**src/rtl/fda_pkg.sv**
```systemverilog
package fda_pkg;
  localparam int DUTY_W = 8;
  localparam int CODE_W = 4;
  localparam int FULL   = (1 << DUTY_W) - 1;
  localparam int CMAX   = (1 << CODE_W) - 1;
  localparam int NREQ   = 4;

  function automatic logic [DUTY_W-1:0] code_to_duty(input logic [CODE_W-1:0] c);
    return DUTY_W'((int'(c) * FULL) / CMAX);
  endfunction

  function automatic logic [CODE_W-1:0] duty_to_code(input logic [DUTY_W-1:0] d);
    return CODE_W'((int'(d) * CMAX) / FULL);
  endfunction
endpackage

```
**src/rtl/fda_regs.sv**
```systemverilog
module fda_regs
  import fda_pkg::*;
(
  input  logic              clk,
  input  logic              rst_n,
  input  logic              wr_en,
  input  logic [CODE_W+3:0] wr_data,
  input  logic              wlock,
  input  logic              hot_evt,
  output logic              ovr_en,
  output logic              inv,
  output logic              lock_en,
  output logic              locked,
  output logic [CODE_W-1:0] code,
  output logic              lock_set_ev,
  output logic              lock_clr_ev
);
  logic cfg_wr;

  assign cfg_wr      = wr_en & ~wlock;
  assign lock_set_ev = hot_evt & lock_en;
  assign lock_clr_ev = wr_en & ~wr_data[3];

  always_ff @(posedge clk or negedge rst_n) begin
    if (!rst_n) begin
      ovr_en  <= 1'b0;
      inv     <= 1'b0;
      lock_en <= 1'b0;
      code    <= '0;
    end else if (cfg_wr) begin
      ovr_en  <= wr_data[0];
      inv     <= wr_data[1];
      lock_en <= wr_data[2];
      code    <= wr_data[CODE_W+3:4];
    end
  end

  always_ff @(posedge clk or negedge rst_n) begin
    if (!rst_n)           locked <= 1'b0;
    else if (lock_set_ev) locked <= 1'b1;
    else if (lock_clr_ev) locked <= 1'b0;
  end
endmodule

```
**src/rtl/fda_arbiter.sv**
```systemverilog
module fda_arbiter
  import fda_pkg::*;
(
  input  logic [DUTY_W-1:0] auto_duty,
  input  logic              ovr_en,
  input  logic [CODE_W-1:0] code,
  input  logic              locked,
  input  logic              spinup,
  output logic [DUTY_W-1:0] duty
);
  logic [DUTY_W-1:0] req [NREQ];

  assign req[0] = auto_duty;
  assign req[1] = ovr_en ? code_to_duty(code) : '0;
  assign req[2] = locked ? DUTY_W'(FULL) : '0;
  assign req[3] = spinup ? DUTY_W'(FULL) : '0;

  always_comb begin
    duty = '0;
    for (int i = 0; i < NREQ; i++)
      if (req[i] > duty) duty = req[i];
  end
endmodule

```
**src/rtl/fda_pwm.sv**
```systemverilog
module fda_pwm
  import fda_pkg::*;
(
  input  logic              clk,
  input  logic              rst_n,
  input  logic [DUTY_W-1:0] duty,
  input  logic              inv,
  output logic              pwm_out
);
  logic [DUTY_W-1:0] cnt;
  logic              active;

  always_ff @(posedge clk or negedge rst_n) begin
    if (!rst_n) cnt <= '0;
    else        cnt <= cnt + 1'b1;
  end

  assign active  = (duty == DUTY_W'(FULL)) || (cnt < duty);
  assign pwm_out = active ^ inv;
endmodule

```
**src/rtl/fan_duty_arbiter.sv**
```systemverilog
module fan_duty_arbiter
  import fda_pkg::*;
(
  input  logic              clk,
  input  logic              rst_n,
  input  logic              wr_en,
  input  logic [CODE_W+3:0] wr_data,
  output logic [CODE_W+3:0] rd_data,
  input  logic              wlock,
  input  logic              hot_evt,
  input  logic              spinup,
  input  logic [DUTY_W-1:0] auto_duty,
  output logic [DUTY_W-1:0] duty_o,
  output logic              pwm_out
);
  logic              ovr_en, inv, lock_en, locked;
  logic              lock_set_ev, lock_clr_ev;
  logic [CODE_W-1:0] code;
  logic [CODE_W-1:0] live_code;

  fda_regs u_regs (
    .clk(clk), .rst_n(rst_n), .wr_en(wr_en), .wr_data(wr_data),
    .wlock(wlock), .hot_evt(hot_evt), .ovr_en(ovr_en), .inv(inv),
    .lock_en(lock_en), .locked(locked), .code(code),
    .lock_set_ev(lock_set_ev), .lock_clr_ev(lock_clr_ev)
  );

  fda_arbiter u_arb (
    .auto_duty(auto_duty), .ovr_en(ovr_en), .code(code),
    .locked(locked), .spinup(spinup), .duty(duty_o)
  );

  fda_pwm u_pwm (
    .clk(clk), .rst_n(rst_n), .duty(duty_o), .inv(inv), .pwm_out(pwm_out)
  );

  assign live_code = spinup ? '0 : duty_to_code(duty_o);
  assign rd_data   = {live_code, locked, lock_en, inv, ovr_en};
endmodule

```
**config.mk**
```make
export PLATFORM = sky130hd
export DESIGN_NAME = fan_duty_arbiter
export DESIGN_NICKNAME = d
export VERILOG_FILES = /design/src/rtl/fda_pkg.sv /design/src/rtl/fda_regs.sv /design/src/rtl/fda_arbiter.sv /design/src/rtl/fda_pwm.sv /design/src/rtl/fan_duty_arbiter.sv
export SDC_FILE = /design/constraint.sdc
export NUM_CORES = 1
export LEC_CHECK = 0
export ABC_AREA = 1
export BUFFER_PORTS_ARGS = -buffer_cell sky130_fd_sc_hd__buf_2
export CORE_MARGIN = 2
export CORE_UTILIZATION = 57
export DETAILED_ROUTE_END_ITERATION = 10
export PLACE_DENSITY = 0.81
export SYNTH_ARGS = -nofsm -noshare
export SYNTH_HDL_FRONTEND = slang
export SYNTH_SLANG_ARGS = --single-unit
```
**constraint.sdc**
```tcl
create_clock -name clk -period 15.5 [get_ports clk]
set_input_delay 0.775 -clock clk [delete_from_list [all_inputs] [get_ports clk]]
set_output_delay 0.775 -clock clk [all_outputs]
set_load 0.01 [all_outputs]
```
==> results of run 1 <==
-- kinds of logic after synthesis --
logic type / after synthesis / share of synthesized area [%]
xor gates and xnor gates: 25 / 4.423
DFF: 16 / 8.087
muxes: 2 / 0.4549
adders and majority gates: 81 / 22.74
AOI/OAI and AO/OA: 89 / 10.39
buffers and inverters: 157 / 12.41
and+or+nand+nor: 418 / 41.50
-- metrics by stage --
step                      area [um2]  setup slack, ns  cells  utilization, %
after global placement          6909          -0.8626   1114           80.80
after detailed placement        6909           -1.703   1114           80.80
after CTS                       8239           -1.251   1217           96.36
after floorplan                 5229          -0.3409    788               -
-- timing repair --
item                       4_1_cts
setup buffers                  100
gates cloned                     0
pin swaps                      109
gates resized for setup        133
setup endpoints to repair        3
-- cell usage after synthesis, drive strengths merged --
cell type	count
a211oi	3
dfrtp	16
o2111ai	1
clkinv	3
nand3b	2
or3	1
nand4	16
nor3	9
o21a	1
or2	3
nand3	70
and2	1
xor2	19
inv	147
clkbuf	2
o21ai	39
nor2	74
a21o	3
buf	5
ha	66
nand2	237
a21boi	1
and3	2
mux2	2
xnor2	6
a21oi	34
o211ai	1
a32oi	1
nor4	3
fa	15
o21bai	5
==> run metrics, run 1 <==
Root Buffer=sky130_fd_sc_hd__clkbuf_8; Cells after Synth=788; number of different library cells in the post-synthesis netlist=46; effective utilization at floorplan=57.90%; hold buffer count at cts=0; count of clock tree sinks=16; netlist area before placement=0.004951 mm2; Post-Synthesis Net Count=891; buffers from clock root to sink, at most=2; H-Tree Depth=1; worst ep type=output port; cell types occupying the most area after synthesis=sky130_fd_sc_hd__ha_1, sky130_fd_sc_hd__nand2_1, sky130_fd_sc_hd__inv_1; width of the chip=97.20 um; stop err=[ERROR DPL-0038] Utilization greater than 100%, impossible to legalize; Rows=34; Mapped Avg Cell Area=6.283 um2; last stage reached=global routing (5_1_grt); io pins=39; fraction of synthesized cell area taken by the top area cell type=16.68%; Synthesis Warnings=0; # port buffers=38; die height=97.20 um; maximum number of pins on one net before global-route repair=17; Detail Placement HPWL=12490 um; post-synth top area cell=sky130_fd_sc_hd__ha_1; worst endpoint after global-route timing repair=rd_data[4]; GP Congestion=0.9434; result of the run=stopped before the end; number of clock buffers inserted by TritonCTS=3; sequential area share after synthesis=8.087%; count of state elements after synthesis=16
==> run 2, diff against run 1 <==
--- a/config.mk
+++ b/config.mk
@@ -8,9 +8,9 @@
 export ABC_AREA = 1
 export BUFFER_PORTS_ARGS = -buffer_cell sky130_fd_sc_hd__buf_2
 export CORE_MARGIN = 2
-export CORE_UTILIZATION = 57
+export CORE_UTILIZATION = 40
 export DETAILED_ROUTE_END_ITERATION = 10
-export PLACE_DENSITY = 0.81
+export PLACE_DENSITY_LB_ADDON = 0.15
 export SYNTH_ARGS = -nofsm -noshare
 export SYNTH_HDL_FRONTEND = slang
 export SYNTH_SLANG_ARGS = --single-unit
==> constraint.sdc (replaced) <==
create_clock -name clk -period 20.2 [get_ports clk]
set_input_delay 1.01 -clock clk [delete_from_list [all_inputs] [get_ports clk]]
set_output_delay 1.01 -clock clk [all_outputs]
set_load 0.01 [all_outputs]
==> run 2 against run 1 <==
Effect of this change:
- the run now ends clean
- area after synthesis stayed put
- synthesized cell count is the same
==> run metrics, run 2 <==
worst hold-check path type=reg2reg; final setup vio count=0; number of search-and-repair iterations in the first detailed-routing pass=4; worst slew slack as a fraction of its limit=50.89%; startpoint type of the worst setup path=flip-flop; GRT Total Usage=17.81%; internal reg-to-reg setup slack=19.04 ns; largest registers=u_pwm.cnt (8), u_regs.code (4); count of state elements after synthesis=16 (unchanged); count of endpoints failing hold in the final timing report=0; Detail Placement HPWL=9890 um (was 12490 um); Min Clock Period, post-route=18.50 ns; worst path setup slack after routing=1.702 ns; # port buffers=38 (unchanged); EDFF count, synth=0 (unchanged); buffers from clock root to sink, at most=2 (unchanged); hold buffer count at cts=0 (unchanged); Worst Hold Path Cells=1; worst clock skew=0.002157 ns; register with the highest flop count=u_pwm.cnt; wire length on met3=210 um; most common library cells after synthesis=sky130_fd_sc_hd__nand2_1, sky130_fd_sc_hd__inv_1, sky130_fd_sc_hd__ha_1, sky130_fd_sc_hd__nor2_1, sky130_fd_sc_hd__nand3_1 (unchanged); maximum number of pins on one net before global-route repair=17; endpoint required time on the critical path=19.19 ns; sum of negative setup slack=0 ns; Via density=4.868; Mapped Avg Cell Area=6.283 um2 (unchanged); width of the chip=115.3 um (was 97.20 um); most frequently used cell type in the post-synthesis netlist=sky130_fd_sc_hd__nand2_1 (unchanged); pre-CTS setup slack=0.4520 ns (was -1.703 ns); Root Buffer=sky130_fd_sc_hd__clkbuf_16 (was sky130_fd_sc_hd__clkbuf_8); Crit path largest cell delay=0.63 ns; sequential area share after synthesis=8.087% (unchanged); share of the clock period used by the worst path=91.57%; async set-reset flop share out of synthesis=100.0% (unchanged); clock slew at reported path FFs=0.05 ns; max reg flops=8; wire length of the first global-routing pass=19910 um; capturing point of the worst reg2reg path=u_pwm.cnt[6]$_DFF_PN0_; largest fanout on the critical path=9; Rows=40 (was 34); net total in the final layout=937; cell types occupying the most area after synthesis=sky130_fd_sc_hd__ha_1, sky130_fd_sc_hd__nand2_1, sky130_fd_sc_hd__inv_1 (unchanged); number of max-cap violations=0; effective utilization at floorplan=41.05% (was 57.90%); commonest non-fill, non-tap cell in the layout=sky130_fd_sc_hd__nand2_1; upper clock frequency limit=0.05406 GHz; GP Congestion=0.8581 (was 0.9434); fraction of synthesized cell area taken by the top area cell type=16.68% (unchanged); floorplan die area=0.01328 mm2; ratio of cells with drive above 1 in the final layout=20.17%; Cells after Synth=788 (unchanged); antenna violation net count after detailed routing=0; Crit-path slowest cell=sky130_fd_sc_hd__fa_2; hold path endpoint=u_pwm.cnt[7]$_DFF_PN0_; antenna fix cells=0; routed wire length=11470 um; H-Tree Depth=1 (unchanged); Reg2Reg Depth=4; path type of the worst setup path=reg2out; Core ar.=0.01206 mm2; hold path startpoint=u_pwm.cnt[7]$_DFF_PN0_; endpoint kind of the worst setup timing path=output pin; Post-Synthesis Net Count=891 (unchanged); count of clock tree sinks=16 (unchanged); commonest cells after routing, fill and taps aside=sky130_fd_sc_hd__nand2_1, sky130_fd_sc_hd__inv_1, sky130_fd_sc_hd__ha_1; global route overflow=0; post-synth top area cell=sky130_fd_sc_hd__ha_1 (unchanged); number of global-route vias before repair=4579; arrival time reported for the critical path endpoint=17.49 ns; die height=115.3 um (was 97.20 um); Synthesis Warnings=0 (unchanged); measured slew at the worst slew-check pin=0.7367 ns; drt wl/cell=11.45 um; residual DRC count=0; routed length on met1=5812 um; highest metal used=met4; number of clock buffers inserted by TritonCTS=3 (unchanged); clock insertion delay at the later pin of the skew report=0.24 ns; detailed-route via count=4873; number of antenna violations at the first check in global routing=0; most instantiated flip-flop cell in the synthesis netlist=sky130_fd_sc_hd__dfrtp_1 (unchanged); startpoint of the lowest-slack register-to-register path=u_pwm.cnt[1]$_DFF_PN0_; post-synthesis to final-layout area growth=12.31%; number of different library cells in the post-synthesis netlist=46 (unchanged); netlist area before placement=0.004951 mm2 (unchanged); TritonCTS clock tree=yes; io pins=39 (unchanged); max-slew violations=0; Top cell by count, worst path=sky130_fd_sc_hd__nand2_1; count of routing violations after the opening detailed-route iteration=198; routed wl met2=5385 um; result of the run=finished clean (was stopped before the end)
run 2: what timing repair did:
| item | in CTS | in global routing |
|---|---|---|
| setup buffers | 0 | 9 |
| resized for setup | 0 | 28 |
| endpoints found under the setup margin | 0 | 3 |
run 2: routing by layer:
metal,GRT usage (%),up-vias
met2,31.33,44
met3,1.107,6
li1,-,2611
met5,0,-
met4,2.410,0
met1,24.65,2212
run 2: area by class of cell:
class	instances	area, um2
clock buffers	4	88.84
fillers	1260	6501
inverters	150	565.5
multi-input cells	615	4029
flip-flops and latches	16	401.6
well taps	168	210.2
repair buffers	48	265.3
run 2: how the worst max path moves through the flow:
stage                                           from         end  slack (ns)  cells past startpoint
final                     u_regs.code[3]$_DFFE_PN0P_  rd_data[4]        1.70                    125
after global routing      u_regs.code[2]$_DFFE_PN0P_  rd_data[4]       -0.13                    132
after CTS                 u_regs.code[1]$_DFFE_PN0P_  rd_data[4]        0.17                    121
after detailed placement  u_regs.code[1]$_DFFE_PN0P_  rd_data[4]        0.45                    121
after global placement    u_regs.code[1]$_DFFE_PN0P_  rd_data[4]        1.01                    121
after floorplan           u_regs.code[1]$_DFFE_PN0P_  rd_data[4]        2.87                    121
run 2: stage by stage:
stage,area [um2],hold WS (ns),instances,utilization (%)
3_3_place_gp,5310,0.4698,988,44.02
6_report,5560,0.4829,1001,46.10
3_5_place_dp,5310,0.4752,988,44.02
5_1_grt,5560,0.5022,1001,46.10
4_1_cts,5399,0.4860,992,44.76
2_1_floorplan,4951,0.4372,788,-
run 2: cell families (layout without fill, tap and decap cells):
logic type,count (synthesis),count (layout),share of synthesized area [%]
xor gates and xnor gates,25,25,4.423
adders and majority gates,81,81,22.74
and+or+nand+nor,418,418,41.50
DFF,16,16,8.087
buffers and inverters,157,202,12.41
muxes,2,2,0.4549
AOI/OAI and AO/OA,89,89,10.39
run 2: critical path, delay by kind of cell, from the launching register on:
kind	cells	cell delay [ns]
and+or+nand+nor	80	8.58
AOI/OAI and AO/OA	15	2.19
buffers and inverters	16	1.24
DFF	1	0.47
adders and majority gates	12	4.34
xor gates and xnor gates	2	0.42
Power of run 2 is left out: the tool's default activity adds up to more than one toggle a clock period on the data nets, which glitch-free logic cannot reach.
